==> src/rtl/regwin_pkg.sv <==
`timescale 1ns/1ps
package regwin_pkg;

  localparam int unsigned FIELD_W = 8;
  localparam int unsigned PTR_W   = 2 * FIELD_W;

  typedef enum logic [1:0] {
    RS_ZERO = 2'd0,
    RS_IDX  = 2'd1,
    RS_WIN  = 2'd2
  } rsp_src_e;

  // Port codes are even numbers 0, 2, 4 ... below twice the port count.
  function automatic logic port_code_ok(input logic [FIELD_W-1:0] code,
                                        input int unsigned nports);
    return (code[0] == 1'b0) && (32'(code[FIELD_W-1:1]) < nports);
  endfunction

  function automatic logic [FIELD_W-1:0] port_code_slot(input logic [FIELD_W-1:0] code);
    return {1'b0, code[FIELD_W-1:1]};
  endfunction

  // Register codes are dense from zero.
  function automatic logic reg_code_ok(input logic [FIELD_W-1:0] code,
                                       input int unsigned nregs);
    return 32'(code) < nregs;
  endfunction

endpackage

==> src/rtl/regwin_index.sv <==
`timescale 1ns/1ps
module regwin_index
  import regwin_pkg::*;
#(
  parameter int unsigned NUM_PORTS = 2,
  parameter int unsigned NUM_REGS  = 3,
  parameter int unsigned PORT_W    = 1,
  parameter int unsigned REG_W     = 2,
  parameter int unsigned DATA_W    = 32
) (
  input  logic              clk,
  input  logic              rst_n,
  input  logic              wr_en,
  input  logic [PTR_W-1:0]  wdata_lo,
  output logic [DATA_W-1:0] idx_val,
  output logic [PORT_W-1:0] port_sel,
  output logic [REG_W-1:0]  reg_sel,
  output logic              sel_ok
);

  logic [PTR_W-1:0]   ptr_q;
  logic [FIELD_W-1:0] port_code;
  logic [FIELD_W-1:0] reg_code;

  always_ff @(posedge clk) begin
    if (!rst_n)     ptr_q <= '0;
    else if (wr_en) ptr_q <= wdata_lo;
  end

  assign port_code = ptr_q[PTR_W-1:FIELD_W];
  assign reg_code  = ptr_q[FIELD_W-1:0];

  assign idx_val  = {{(DATA_W-PTR_W){1'b0}}, ptr_q};
  assign port_sel = PORT_W'(port_code_slot(port_code));
  assign reg_sel  = REG_W'(reg_code);
  assign sel_ok   = port_code_ok(port_code, NUM_PORTS) && reg_code_ok(reg_code, NUM_REGS);

  // a write loads the low half exactly
  p_idx_load_r2: assert property (@(posedge clk) disable iff (!rst_n)
    wr_en |=> idx_val[PTR_W-1:0] == $past(wdata_lo));

  // without a load the pointer keeps its value
  p_idx_hold_r2: assert property (@(posedge clk) disable iff (!rst_n)
    !wr_en |=> $stable(idx_val));

endmodule

==> src/rtl/regwin_fwd.sv <==
`timescale 1ns/1ps
module regwin_fwd #(
  parameter int unsigned PORT_W = 1,
  parameter int unsigned REG_W  = 2,
  parameter int unsigned DATA_W = 32
) (
  input  logic              clk,
  input  logic              rst_n,
  input  logic              win_rd,
  input  logic              win_wr,
  input  logic [DATA_W-1:0] wdata,
  input  logic [PORT_W-1:0] port_sel,
  input  logic [REG_W-1:0]  reg_sel,
  input  logic              sel_ok,
  output logic              dn_rd,
  output logic              dn_wr,
  output logic [PORT_W-1:0] dn_port,
  output logic [REG_W-1:0]  dn_reg,
  output logic [DATA_W-1:0] dn_wdata
);

  logic rd_go;
  logic wr_go;

  assign rd_go = win_rd && sel_ok;
  assign wr_go = win_wr && sel_ok;

  always_ff @(posedge clk) begin
    if (!rst_n) begin
      dn_rd    <= 1'b0;
      dn_wr    <= 1'b0;
      dn_port  <= '0;
      dn_reg   <= '0;
      dn_wdata <= '0;
    end else begin
      dn_rd <= rd_go;
      dn_wr <= wr_go;
      if (rd_go || wr_go) begin
        dn_port <= port_sel;
        dn_reg  <= reg_sel;
      end
      if (wr_go) dn_wdata <= wdata;
    end
  end

  // a legal window write becomes one downstream write with the host data
  p_wr_fwd_r4: assert property (@(posedge clk) disable iff (!rst_n)
    (win_wr && sel_ok) |=> (dn_wr && !dn_rd && dn_wdata == $past(wdata)
                            && dn_port == $past(port_sel) && dn_reg == $past(reg_sel)));

  // a legal window read becomes one downstream read
  p_rd_fwd_r5: assert property (@(posedge clk) disable iff (!rst_n)
    (win_rd && sel_ok) |=> (dn_rd && !dn_wr && dn_reg == $past(reg_sel)));

  // reserved pointer codes keep the downstream port quiet
  p_rsv_quiet_r6: assert property (@(posedge clk) disable iff (!rst_n)
    ((win_rd || win_wr) && !sel_ok) |=> (!dn_rd && !dn_wr));

  // strobes never overlap
  p_strobe_excl_r4: assert property (@(posedge clk) disable iff (!rst_n)
    !(dn_rd && dn_wr));

endmodule

==> src/rtl/regwin_resp.sv <==
`timescale 1ns/1ps
module regwin_resp
  import regwin_pkg::*;
#(
  parameter int unsigned DATA_W = 32
) (
  input  logic              clk,
  input  logic              rst_n,
  input  logic              rd_req,
  input  rsp_src_e          src_in,
  input  logic [DATA_W-1:0] idx_val,
  input  logic [DATA_W-1:0] dn_rdata,
  output logic              host_rvalid,
  output logic [DATA_W-1:0] host_rdata
);

  logic              s1_vld, s2_vld;
  rsp_src_e          s1_src, s2_src;
  logic [DATA_W-1:0] s1_dat, s2_dat;

  always_ff @(posedge clk) begin
    if (!rst_n) begin
      s1_vld <= 1'b0;
      s1_src <= RS_ZERO;
      s1_dat <= '0;
      s2_vld <= 1'b0;
      s2_src <= RS_ZERO;
      s2_dat <= '0;
    end else begin
      s1_vld <= rd_req;
      s1_src <= src_in;
      s1_dat <= (src_in == RS_IDX) ? idx_val : '0;
      s2_vld <= s1_vld;
      s2_src <= s1_src;
      s2_dat <= s1_dat;
    end
  end

  assign host_rvalid = s2_vld;
  assign host_rdata  = !s2_vld ? '0 : (s2_src == RS_WIN) ? dn_rdata : s2_dat;

  // every read is answered two cycles later
  p_rvalid_lat_r9: assert property (@(posedge clk) disable iff (!rst_n)
    rd_req |-> ##2 host_rvalid);

  // no response without a read two cycles earlier
  p_rvalid_src_r9: assert property (@(posedge clk) disable iff (!rst_n)
    host_rvalid |-> $past(rd_req, 2));

  // a pointer readback never shows the reserved upper half
  p_idx_upper_r2: assert property (@(posedge clk) disable iff (!rst_n)
    (host_rvalid && s2_src == RS_IDX) |-> host_rdata[DATA_W-1:PTR_W] == '0);

endmodule

==> src/rtl/regwin_top.sv <==
`timescale 1ns/1ps
module regwin_top
  import regwin_pkg::*;
#(
  parameter int unsigned NUM_PORTS = 2,
  parameter int unsigned NUM_REGS  = 3,
  parameter int unsigned DATA_W    = 32,
  parameter int unsigned ADDR_W    = 4,
  localparam int unsigned PORT_W   = (NUM_PORTS > 1) ? $clog2(NUM_PORTS) : 1,
  localparam int unsigned REG_W    = (NUM_REGS > 1) ? $clog2(NUM_REGS) : 1
) (
  input  logic              clk,
  input  logic              rst_n,
  input  logic [ADDR_W-1:0] host_addr,
  input  logic              host_rd,
  input  logic              host_wr,
  input  logic [DATA_W-1:0] host_wdata,
  output logic [DATA_W-1:0] host_rdata,
  output logic              host_rvalid,
  output logic [PORT_W-1:0] dn_port,
  output logic [REG_W-1:0]  dn_reg,
  output logic              dn_rd,
  output logic              dn_wr,
  output logic [DATA_W-1:0] dn_wdata,
  input  logic [DATA_W-1:0] dn_rdata
);

  localparam logic [ADDR_W-3:0] SLOT_IDX = '0;
  localparam logic [ADDR_W-3:0] SLOT_WIN = (ADDR_W-2)'(1);

  // Named decode events for the assertions
  logic              aligned, at_idx, at_win, at_rsv;
  logic              idx_wr_ev, win_rd_ev, win_wr_ev;
  logic [DATA_W-1:0] idx_val;
  logic [PORT_W-1:0] port_sel;
  logic [REG_W-1:0]  reg_sel;
  logic              sel_ok;
  rsp_src_e          rsp_src;

  assign aligned   = (host_addr[1:0] == 2'b00);
  assign at_idx    = aligned && (host_addr[ADDR_W-1:2] == SLOT_IDX);
  assign at_win    = aligned && (host_addr[ADDR_W-1:2] == SLOT_WIN);
  assign at_rsv    = !(at_idx || at_win);
  assign idx_wr_ev = host_wr && at_idx;
  assign win_rd_ev = host_rd && at_win;
  assign win_wr_ev = host_wr && at_win;

  always_comb begin
    if (at_idx)                rsp_src = RS_IDX;
    else if (at_win && sel_ok) rsp_src = RS_WIN;
    else                       rsp_src = RS_ZERO;
  end

  regwin_index #(
    .NUM_PORTS(NUM_PORTS), .NUM_REGS(NUM_REGS),
    .PORT_W(PORT_W), .REG_W(REG_W), .DATA_W(DATA_W)
  ) u_index (
    .clk      (clk),
    .rst_n    (rst_n),
    .wr_en    (idx_wr_ev),
    .wdata_lo (host_wdata[PTR_W-1:0]),
    .idx_val  (idx_val),
    .port_sel (port_sel),
    .reg_sel  (reg_sel),
    .sel_ok   (sel_ok)
  );

  regwin_fwd #(
    .PORT_W(PORT_W), .REG_W(REG_W), .DATA_W(DATA_W)
  ) u_fwd (
    .clk      (clk),
    .rst_n    (rst_n),
    .win_rd   (win_rd_ev),
    .win_wr   (win_wr_ev),
    .wdata    (host_wdata),
    .port_sel (port_sel),
    .reg_sel  (reg_sel),
    .sel_ok   (sel_ok),
    .dn_rd    (dn_rd),
    .dn_wr    (dn_wr),
    .dn_port  (dn_port),
    .dn_reg   (dn_reg),
    .dn_wdata (dn_wdata)
  );

  regwin_resp #(
    .DATA_W(DATA_W)
  ) u_resp (
    .clk         (clk),
    .rst_n       (rst_n),
    .rd_req      (host_rd),
    .src_in      (rsp_src),
    .idx_val     (idx_val),
    .dn_rdata    (dn_rdata),
    .host_rvalid (host_rvalid),
    .host_rdata  (host_rdata)
  );

  // Input rule: one strobe per cycle at most
  p_host_excl_r9: assert property (@(posedge clk) disable iff (!rst_n)
    !(host_rd && host_wr));

  // a pointer write stays local
  p_idx_wr_quiet_r3: assert property (@(posedge clk) disable iff (!rst_n)
    idx_wr_ev |=> (!dn_rd && !dn_wr));

  // writes to reserved offsets leave the pointer and the downstream port alone
  p_rsv_wr_noeffect_r8: assert property (@(posedge clk) disable iff (!rst_n)
    (host_wr && at_rsv) |=> ($stable(idx_val) && !dn_wr));

  // reads of reserved offsets return zero
  p_rsv_rd_zero_r8: assert property (@(posedge clk) disable iff (!rst_n)
    (host_rd && at_rsv) |-> ##2 (host_rdata == '0));

endmodule

==> config.mk <==
export PLATFORM = sky130hd
export DESIGN_NAME = regwin_top
export DESIGN_NICKNAME = d
export VERILOG_FILES = /design/src/rtl/regwin_pkg.sv /design/src/rtl/regwin_index.sv /design/src/rtl/regwin_fwd.sv /design/src/rtl/regwin_resp.sv /design/src/rtl/regwin_top.sv
export SDC_FILE = /design/constraint.sdc
export NUM_CORES = 1
export LEC_CHECK = 0
export BUFFER_PORTS_ARGS = -buffer_cell sky130_fd_sc_hd__buf_2
export CAP_MARGIN = 10
export CORE_ASPECT_RATIO = 1.4
export CORE_MARGIN = 4
export CORE_UTILIZATION = 50
export CTS_CLUSTER_DIAMETER = 100
export CTS_CLUSTER_SIZE = 30
export DETAILED_ROUTE_END_ITERATION = 10
export PLACE_DENSITY = 0.78
export SLEW_MARGIN = 25
export SYNTH_ARGS = -nofsm -noshare
export SYNTH_HDL_FRONTEND = slang
export SYNTH_HIERARCHICAL = 1
export SYNTH_SLANG_ARGS = --single-unit
==> constraint.sdc <==
create_clock -name clk -period 4.1 [get_ports clk]
set_input_delay 0.41 -clock clk [delete_from_list [all_inputs] [get_ports clk]]
set_output_delay 0.41 -clock clk [all_outputs]
set_load 0.03 [all_outputs]
# [After elaboration in Yosys (flattened, before gate mapping)]
# Cells that the tools add are included.
# W data, S select, Z words.
[classes] muxes=4 n_reduce_logical=14 bitwise_logic=1 n_lt_le_gt_ge=2 n_eq_ne=3
[ops] op="$mux W32" n=2
[ops] op="$logic_and A1 B1 Y1" n=10
[ops] op="$lt A8 B2 Y1 const B" n=1
[ops] op="$lt A7 B2 Y1 const B" n=1
[ops] op="$eq A2 B1 Y1 const B" n=2
[ops] op="$logic_not A2 Y1" n=2
[ops] op="$mux W2" n=2
[ops] op="$eq A2 B2 Y1 const B" n=1
[ops] op="$reduce_and A2 Y1" n=1
[ops] op="$logic_or A1 B1 Y1" n=1
[ops] op="$not A1 Y1" n=1
[word_totals] in_bits=72 out_inout_bits=70 reg_bits=123 word_cells=37

# [Longest topological paths before layout]
# Gate-level depths: netlist of run 1.
[logic_depth] depth_word=8 depth_mapped=6 ltp_nobuf=5

# [By module]
# The synthesis of run 1 kept the hierarchy.
[by_module_without_submodules] module="regwin_resp" area_per_inst_um2=2585.0 instances=1 seq_area_each_um2=1401.3 cells_each=256
[by_module_without_submodules] module="regwin_fwd" area_per_inst_um2=1616.6 instances=1 seq_area_each_um2=740.7 cells_each=163
[by_module_without_submodules] module="regwin_index" area_per_inst_um2=795.8 instances=1 seq_area_each_um2=320.3 cells_each=76
[by_module_without_submodules] module="regwin_top" area_per_inst_um2=72.6 instances=1 seq_area_each_um2=0.0 cells_each=7

# [Worst setup path after synthesis of run 1]
# OpenSTA, ideal clock, no wires.
[synth_timing] path_kind="flip-flop to output port" start="reg u_resp.s2_vld (netlist: u_resp/host_rvalid)" end="out host_rdata[0]" stages_incl_launch_ff=5 path_buffers=2 arrival_time_ns=1.443 path_slack_ns=2.247 required_time_ns=3.690 path_cell_list="dfxtp_1 > buf_4 > buf_2 > nand2_1 > mux2i_1"
[synth_via] elab_chain_cells=1
[synth_lines] item="from (decl)" line_no="regwin_resp.sv:17" source="logic s1_vld, s2_vld;"
[synth_lines] item="from (signal assigned)" line_no="regwin_resp.sv:33" source="s2_vld <= s1_vld;"
[synth_lines] item="$mux W32" line_no="regwin_resp.sv:40" source="assign host_rdata = !s2_vld ? '0 : (s2_src == RS_WIN) ? dn_rdata : s2_dat;"
[synth_lines] item="to (decl)" line_no="regwin_top.sv:18" source="output logic [DATA_W-1:0] host_rdata,"
# No other way between the ends.

# [Final worst setup path of run 1]
[layout_timing] start="reg u_index.ptr_q[12]" end="reg u_resp.s1_dat[4]"
[layout_via] elab_chain_cells=8
[layout_lines] item="from (decl)" line_no="regwin_index.sv:21" source="logic [PTR_W-1:0] ptr_q;"
[layout_lines] item="from (signal assigned)" line_no="regwin_index.sv:27" source="else if (wr_en) ptr_q <= wdata_lo;"
[layout_lines] item="$lt A7 B2 Y1" line_no="regwin_pkg.sv:16" source="return (code[0] == 1'b0) && (32'(code[FIELD_W-1:1]) < nports);"
[layout_lines] item="$logic_and A1 B1 Y1" line_no="regwin_pkg.sv:16"
[layout_lines] item="$logic_and A1 B1 Y1" line_no="regwin_index.sv:36" source="assign sel_ok = port_code_ok(port_code, NUM_PORTS) && reg_code_ok(reg_code, NUM_REGS);"
[layout_lines] item="named net sel_ok" line_no="regwin_top.sv:37" source="logic sel_ok;"
[layout_lines] item="$logic_and A1 B1 Y1" line_no="regwin_top.sv:50" source="else if (at_win && sel_ok) rsp_src = RS_WIN;"
[layout_lines] item="$mux W2" line_no="regwin_top.sv:50"
[layout_lines] item="$mux W2" line_no="regwin_top.sv:49" source="if (at_idx) rsp_src = RS_IDX;"
[layout_lines] item="named net rsp_src[1]" line_no="regwin_top.sv:38" source="rsp_src_e rsp_src;"
[layout_lines] item="$eq A2 B1 Y1" line_no="regwin_resp.sv:32" source="s1_dat <= (src_in == RS_IDX) ? idx_val : '0;"
[layout_lines] item="$reduce_and A2 Y1 (no source line)"
[layout_lines] item="to (signal assigned)" line_no="regwin_resp.sv:32"
[layout_lines] item="to (decl)" line_no="regwin_resp.sv:19" source="logic [DATA_W-1:0] s1_dat, s2_dat;"
# The timed path passes the listed nets, and every way through them passes these cells.
# A chain may end at the register's enable or synchronous reset.

==> results of run 1 <==
-- final cells by class --
type | instances | area share [%]
tap | 135 | 2.74
clock inverter | 7 | 1.06
sequential | 123 | 40.0
clock buffer | 23 | 8.08
timing repair buffer | 146 | 12.3
multi-input combinational | 336 | 35.9
-- per-stage QoR --
step	setup slack (ns)	utilization (%)	std cells	cell area, sq um	hold WS [ns]
global placement	1.84	56.4	739	5580	0.418
CTS	1.54	62.0	769	6140	0.236
global route	1.52	62.3	770	6160	0.265
floorplan	2.25	-	517	5130	0.412
detailed placement	1.77	56.4	739	5580	0.417
finish	1.80	62.3	770	6160	0.250
-- power breakdown --
group	leakage (nW)	total, W	internal, W	switching (W)
Sequential	0.993	0.00122	0.00121	0.00000986
Combinational	1.54	0.000126	0.0000522	0.0000743
Clock	0.277	0.00138	0.000901	0.000479
-- critical path: cells and delay by family (launching register included) --
kind                   cells  cell delay [ns]
AND/OR/NAND/NOR            5             1.42
flip-flops                 1             0.32
buffers and inverters      1             0.44
-- how the worst max path moves through the flow --
stage | end | depth (start not counted)
after floorplan | host_rdata[0] | 4
after global placement | u_resp/s1_dat[4] | 6
after detailed placement | u_resp/s1_dat[4] | 6
after CTS | host_rdata[7] | 3
after global routing | u_resp/s1_dat[11] | 6
final | u_resp/s1_dat[4] | 6
-- layout by cell type, fill, tap and decap left out, types with 2 or more instances in the layout --
cell type	count
clkbuf_8	5
clkinvlp_4	2
clkinv_2	4
buf_4	4
conb_1	16
nand2_1	70
dfxtp_1	122
a21boi_1	8
clkbuf_16	17
nor4_1	3
o21a_1	32
and3_1	36
a21boi_0	24
mux2i_1	51
nor2b_1	16
and2_1	70
buf_2	141
-- cells by family after synthesis --
| logic type | after synthesis |
|---|---|
| buf+inv | 58 |
| flops | 123 |
| other cells | 1 |
| mux | 51 |
| compound gates | 66 |
| simple gates | 203 |
-- routing by layer --
metal / vias to the layer above / global-route usage (%) / part of all wire (%)
met5: - / 0 / 0
met4: 0 / 8.46 / 2.4
met2: 115 / 27.5 / 48
met3: 19 / 6.30 / 8.3
li1: 1862 / - / -
met1: 1619 / 18.4 / 41
==> impl_metrics.json, run 1 <==
{
  "dieArea_sq_um": 11800,
  "drive_above_1_share_pct": 29.0,
  "die_y_um": 127,
  "p_total_w": 0.00272,
  "yosysUniqueCellTypes": 26,
  "yosysTopAreaCellShare_pct": 48.6,
  "regArea_sq_um": 2470,
  "yosysTopAreaCell": "dfxtp_1",
  "ys_ff_latch": 123,
  "worstPathMaxFanout": 68,
  "crit_path_max_incr_delay_ns": 0.44,
  "hold_class": "in2reg",
  "yosys_most_used_dff": "dfxtp_1",
  "yosysMostFrequentCell": "dfxtp_1",
  "synth_compound_area_share_pct": 9.80,
  "relSlewSlack_pct": 46.3,
  "synthesis.area_sq_um": 5070,
  "first_global_vias": 3491,
  "nFillCells": 827,
  "worstMarginPinSlew_ns": 0.806,
  "cts_resized": 0,
  "arrival_ns": 2.59,
  "cp_slowest_cell": "buf_4",
  "rr_startpoint": "u_index/ptr_q[12]",
  "ant_nets": 0,
  "final-hold-violation-count": 0,
  "grt_max_degree": 69,
  "setup_tns_ns": 0,
  "core_area_sq_um": 9900,
  "p_per_area_nw_per_um2": 442,
  "drtPass1Iterations": 4,
  "synth_top_family_by_area": "simple AND/OR/NAND/NOR gates",
  "netlist_top_cells_area": "dfxtp_1 (49%), mux2i_1 (10%), and2_1 (8.6%)",
  "cts.reportedPaths.clkPinSlew_ns": 0.05,
  "synth_xor_area_share_pct": 0,
  "clock_latency_ns": 0.40,
  "finalSetupViolCount": 0,
  "post_drt_wl_per_cell_um": 12.4,
  "finalCritPeriodShare_pct": 56.1,
  "path_cells": "nor4_1 -> and4_2 -> buf_4 -> and3_1 -> and3b_2 -> and2_1",
  "fin_skew_ns": 0.00851,
  "viasPerCell": 4.69,
  "cts-root-buf": "clkbuf_16",
  "status": "complete, no violations",
  "min_from": "host_rd",
  "clk_path_buf_depth": 2,
  "layout_min_cycle_time_ns": 2.30,
  "cts_hold_buf": 0,
  "place_congestion": 0.781,
  "cp-end-kind": "flip-flop",
  "vias": 3615,
  "row_count": 43,
  "worstHoldEndpoint": "u_resp/s1_vld",
  "htreeDepth": 4,
  "rsz0062_at_grt": "no",
  "drv_slew": 0,
  "r2r-end": "u_resp/s1_dat[4]",
  "synth.avg_cell_area_sq_um": 10.1,
  "maxCapViolCount": 0,
  "critPathLaunch": "u_index/ptr_q[12]",
  "fp.dieW_um": 93.1,
  "io_buffers": 141,
  "cts_tree": "built",
  "drt-total-wl_um": 9510,
  "diodes": 0,
  "synthSimpleGateAreaFrac_pct": 22.4,
  "ios": 142,
  "gr-usage-all-layers_pct": 16.6,
  "synthToLayoutAreaGrowth_pct": 21.6,
  "crit_required_ns": 4.39,
  "peakVddDrop_v": 0.000440,
  "clock_sinks": 123,
  "max_freq_mhz": 434,
  "yosys_warnings": 6,
  "synthMuxAreaShare_pct": 10.1,
  "cts_buffers": 17,
  "synth-adder-area-share_pct": 0,
  "cp-start-kind": "flip-flop",
  "start_util_pct": 51.2,
  "hold_depth": 2,
  "ys_top_cells_by_count": "dfxtp_1 (123), and2_1 (70), nand2_1 (70)",
  "leakagePower_nw": 2.81,
  "multi_input_area_sq_um": 2210,
  "drc": 0,
  "crit_type": "reg2reg",
  "gr-total-overflow": 0,
  "ys_async_sr_fraction_pct": 0,
  "rrSetupSlack_ns": 1.80,
  "dp_hpwl_um": 6580,
  "drt-initial-drc-count": 95,
  "grt_pass1_wl_um": 15600,
  "syn_inst": 502,
  "ys_seq_area_share_pct": 48.6,
  "rr_worst_depth": 6,
  "largest_registers": "u_fwd/dn_wdata: 32 flops, u_resp/s1_dat: 32 flops, u_resp/s2_dat: 32 flops",
  "post_cts_buffers": 0,
  "num-nets-final": 696,
  "synth_edf_count": 0,
  "antenna_found_initial": 0
}
Note: power is estimated with default switching activity, not from simulation.
==> inputs of run 2 (changes only) <==
==> constraint.sdc (replaced) <==
create_clock -name clk -period 2.29 [get_ports clk]
set_input_delay 0.229 -clock clk [delete_from_list [all_inputs] [get_ports clk]]
set_output_delay 0.229 -clock clk [all_outputs]
set_load 0.03 [all_outputs]
==> impl_metrics.json, run 2 (synthesized netlist as in run 1, its figures left out) <==
{
  "rr_startpoint": "u_index/ptr_q[12]",
  "finalWorstSetupSlack_ns": 0.286,
  "cts.reportedPaths.clkPinSlew_ns": 0.05,
  "fp.dieW_um": 93.1,
  "gr-total-overflow": 0,
  "peakVddDrop_v": 0.000860,
  "clock_latency_ns": 0.40,
  "drt-initial-drc-count": 104,
  "layout_min_cycle_time_ns": 2.00,
  "row_count": 43,
  "cts_hold_buf": 0,
  "grt_max_degree": 75,
  "hold_class": "in2reg",
  "drive_above_1_share_pct": 29.7,
  "die_y_um": 127,
  "synthToLayoutAreaGrowth_pct": 23.4,
  "final-hold-violation-count": 0,
  "core_area_sq_um": 9900,
  "grt_pass1_wl_um": 16100,
  "worstPathMaxFanout": 32,
  "crit_type": "reg2out",
  "clock_sinks": 123,
  "cts_resized": 0,
  "maxCapViolCount": 0,
  "cts_buffers": 17,
  "drc": 0,
  "num-nets-final": 699,
  "relSlewSlack_pct": 65.3,
  "worstMarginPinSlew_ns": 0.521,
  "min_from": "host_rd",
  "largest_registers": "u_fwd/dn_wdata: 32 flops, u_resp/s1_dat: 32 flops, u_resp/s2_dat: 32 flops",
  "finalCritPeriodShare_pct": 87.5,
  "final_common_cell": "buf_2",
  "cp-start-kind": "flip-flop",
  "first_global_vias": 3437,
  "place_congestion": 0.793,
  "drtPass1Iterations": 4,
  "ant_nets": 0,
  "cp-end-kind": "primary output",
  "critPathLaunch": "u_resp/s2_src[1]",
  "start_util_pct": 51.2,
  "max_freq_mhz": 499,
  "drv_slew": 0,
  "diodes": 0,
  "drt-total-wl_um": 9910,
  "dieArea_sq_um": 11800,
  "cts-root-buf": "clkbuf_16",
  "clk_path_buf_depth": 2,
  "rsz0062_at_grt": "no",
  "htreeDepth": 4,
  "vias": 3600,
  "io_buffers": 141,
  "status": "complete, no violations",
  "antenna_found_initial": 0,
  "leakagePower_nw": 2.85,
  "post_drt_wl_per_cell_um": 12.8,
  "mostFrequentLayoutCells": "buf_2 (141), dfxtp_1 (122), nand2_1 (70), and2_1 (70), mux2i_1 (51)",
  "fin_skew_ns": 0.00668,
  "dp_hpwl_um": 6930,
  "viasPerCell": 4.65,
  "setup_tns_ns": 0,
  "ios": 142,
  "arrival_ns": 1.77,
  "p_per_area_nw_per_um2": 830,
  "crit_required_ns": 2.06,
  "gr-usage-all-layers_pct": 17.2,
  "cts_tree": "built",
  "post_cts_buffers": 0,
  "dp_slack_ns": 0.448,
  "finalSetupViolCount": 0
}
[run 2: changes by cell type in the layout (fill, tap and decap cells not counted)]
cell,delta
clkinvlp_4,+2
dfxtp_2,+1
inv_6,+1
clkinv_2,-2
clkinv_4,+3
buf_4,+3
clkbuf_1,-1
dfxtp_4,-1
clkbuf_8,-4
bufinv_16,+3
[run 2: report_power, final]
| part | total [W] | leakage (nW) | internal, W | switching, W |
|---|---|---|---|---|
| registers | 0.00217 | 0.993 | 0.00216 | 0.0000117 |
| logic | 0.000241 | 1.56 | 0.0000977 | 0.000144 |
| clock network | 0.00278 | 0.299 | 0.00185 | 0.000926 |
| total | 0.00519 | 2.85 | 0.00411 | 0.00108 |
[run 2: final cells by class]
class,instances,area (sq um)
clock inverter,14,195
fill,880,3640
timing repair buffer,149,778
multi-input combinational,336,2210
tap,135,169
clock buffer,18,439
sequential,123,2460
[run 2: final timing paths]
kind,to,slack (ns),cells past startpoint
hold reg to reg,u_resp/s2_dat[29],0.43,1
setup reg to reg,u_fwd/dn_wdata[5],0.38,5
setup / recovery,host_rdata[5],0.29,4
hold / removal,u_resp/s1_vld,0.05,2
[run 2: metal layers]
metal	vias to the layer above	part of all wire (%)	track usage, %
li1	1874	-	-
met3	12	8.2	7.13
met5	-	0	0
met4	0	1.1	6.99
met2	118	50	28.8
met1	1596	41	19.3
[run 2: per-stage QoR]
step | total power (W) | cell area (sq um) | hold WS, ns | cells | utilization, %
final | 0.00519 | 6260 | 0.0523 | 775 | 63.2
after global routing | 0.00538 | 6260 | 0.0445 | 775 | 63.2
after CTS | 0.00524 | 6260 | 0.0364 | 775 | 63.2
after detailed placement | 0.00246 | 5620 | 0.417 | 743 | 56.8
after global placement | 0.00245 | 5620 | 0.414 | 743 | 56.8
after floorplan | 0.00239 | 5130 | 0.356 | 517 | -
[run 2: worst max-delay path: stages (launching register included)]
cell	delay, ns
dfxtp_1	0.31
nor2b_4	0.13
buf_4	0.44
mux2i_1	0.25
buf_2	0.22
==> inputs of run 3 (changes only) <==
--- a/config.mk
+++ b/config.mk
@@ -5,7 +5,7 @@
 export SDC_FILE = /design/constraint.sdc
 export NUM_CORES = 1
 export LEC_CHECK = 0
-export BUFFER_PORTS_ARGS = -buffer_cell sky130_fd_sc_hd__buf_2
+export BUFFER_PORTS_ARGS = -buffer_cell sky130_fd_sc_hd__buf_4
 export CAP_MARGIN = 10
 export CORE_ASPECT_RATIO = 1.4
 export CORE_MARGIN = 4
==> impl_metrics.json, run 3 (synthesized netlist as in run 1, its figures left out) <==
{
  "status": "complete, no violations",
  "start_util_pct": 51.2,
  "drv_slew": 0,
  "max_freq_mhz": 510,
  "die_y_um": 127,
  "final-hold-violation-count": 0,
  "ios": 142,
  "viasPerCell": 4.69,
  "diodes": 0,
  "p_per_area_nw_per_um2": 748,
  "clk_path_buf_depth": 2,
  "place_congestion": 0.778,
  "rsz0062_at_grt": "no",
  "grt_max_degree": 68,
  "post_cts_buffers": 0,
  "dieArea_sq_um": 11800,
  "min_from": "host_rd",
  "finalCritPeriodShare_pct": 85.7,
  "maxCapViolCount": 0,
  "layout_min_cycle_time_ns": 1.96,
  "crit_type": "reg2out",
  "worstPathMaxFanout": 32,
  "cts.reportedPaths.clkPinSlew_ns": 0.05,
  "io_buffers": 141,
  "mostFrequentLayoutCells": "buf_4 (147), dfxtp_1 (122), nand2_1 (70), and2_1 (70), mux2i_1 (51)",
  "row_count": 43,
  "num-nets-final": 697,
  "gr-usage-all-layers_pct": 17.2,
  "hold_class": "in2reg",
  "synthToLayoutAreaGrowth_pct": 28.0,
  "crit_required_ns": 2.06,
  "core_area_sq_um": 9900,
  "cts_buffers": 17,
  "drt-initial-drc-count": 136,
  "cts_resized": 0,
  "drtPass1Iterations": 4,
  "leakagePower_nw": 2.85,
  "design_area_sq_um": 6490,
  "critPathLaunch": "u_resp/s2_src[1]",
  "peakVddDrop_v": 0.000546,
  "largest_registers": "u_fwd/dn_wdata: 32 flops, u_resp/s1_dat: 32 flops, u_resp/s2_dat: 32 flops",
  "clock_latency_ns": 0.40,
  "arrival_ns": 1.73,
  "cts_tree": "built",
  "finalSetupViolCount": 0,
  "relSlewSlack_pct": 63.7,
  "setup_tns_ns": 0,
  "cp-end-kind": "primary output",
  "vias": 3618,
  "rr_startpoint": "u_index/ptr_q[12]",
  "drc": 0,
  "worstMarginPinSlew_ns": 0.545,
  "htreeDepth": 4,
  "dp_hpwl_um": 6850,
  "final_common_cell": "buf_4",
  "drt-total-wl_um": 9840,
  "cp-start-kind": "flip-flop",
  "antenna_found_initial": 0,
  "grt_pass1_wl_um": 16200,
  "ant_nets": 0,
  "cts-root-buf": "clkbuf_16",
  "drive_above_1_share_pct": 28.9,
  "fp.dieW_um": 93.1,
  "gr-total-overflow": 0,
  "cts_hold_buf": 0,
  "place_area_sq_um": 5950,
  "clock_sinks": 123,
  "first_global_vias": 3512,
  "fin_skew_ns": 0.00973,
  "post_drt_wl_per_cell_um": 12.8
}
[run 3: changes by cell type in the layout (fill, tap and decap cells not counted), sizes merged]
cell,before,now
bufinv,4,1
buf,149,147
inv,1,0
clkinvlp,4,2
clkbuf,18,22
[run 3: per-layer routing]
layer / vias to the layer above / global-route usage, % / wire length, um
li1: 1870 / - / -
met1: 1626 / 19.9 / 3990
met2: 112 / 28.0 / 4880
met3: 10 / 7.42 / 850
met4: 0 / 6.73 / 121
met5: - / 0 / 0
[run 3: final timing paths]
kind	endpoint	slack, ns	cells after the start
max	host_rdata[7]	0.33	4
max reg2reg	u_fwd/dn_wdata[5]	0.47	5
min reg2reg	u_resp/s2_dat[5]	0.43	1
min	u_resp/s1_vld	0.05	2
[run 3: metrics by stage]
stage / setup WS (ns) / hold slack [ns] / std cells / total power (W) / util (%)
after floorplan: 0.618 / 0.356 / 517 / 0.00239 / -
final: 0.327 / 0.0511 / 771 / 0.00485 / 65.6
after global placement: 0.532 / 0.414 / 741 / 0.00248 / 60.1
after detailed placement: 0.496 / 0.418 / 741 / 0.00249 / 60.1
after CTS: 0.288 / 0.0297 / 771 / 0.00491 / 65.6
after global routing: 0.191 / 0.0423 / 771 / 0.00504 / 65.6
[run 3: critical path, stage by stage, from the launching register on]
cell     delay (ns)
dfxtp_1        0.31
nor2b_4        0.13
buf_4          0.43
mux2i_1        0.27
buf_4          0.19
[run 3: cell type report]
type | count | area, sq um
Sequential cell | 123 | 2460
Clock buffer | 22 | 474
Fill cell | 864 | 3410
Timing Repair Buffer | 147 | 1100
Tap cell | 135 | 169
Multi-Input combinational cell | 336 | 2210
Clock inverter | 8 | 70.1
[run 3: power breakdown]
group	leakage, nW	internal (W)	switching [W]	total, W
clock network	0.267	0.00155	0.000853	0.00241
registers	0.993	0.00216	0.00000808	0.00217
logic	1.59	0.000132	0.000145	0.000278
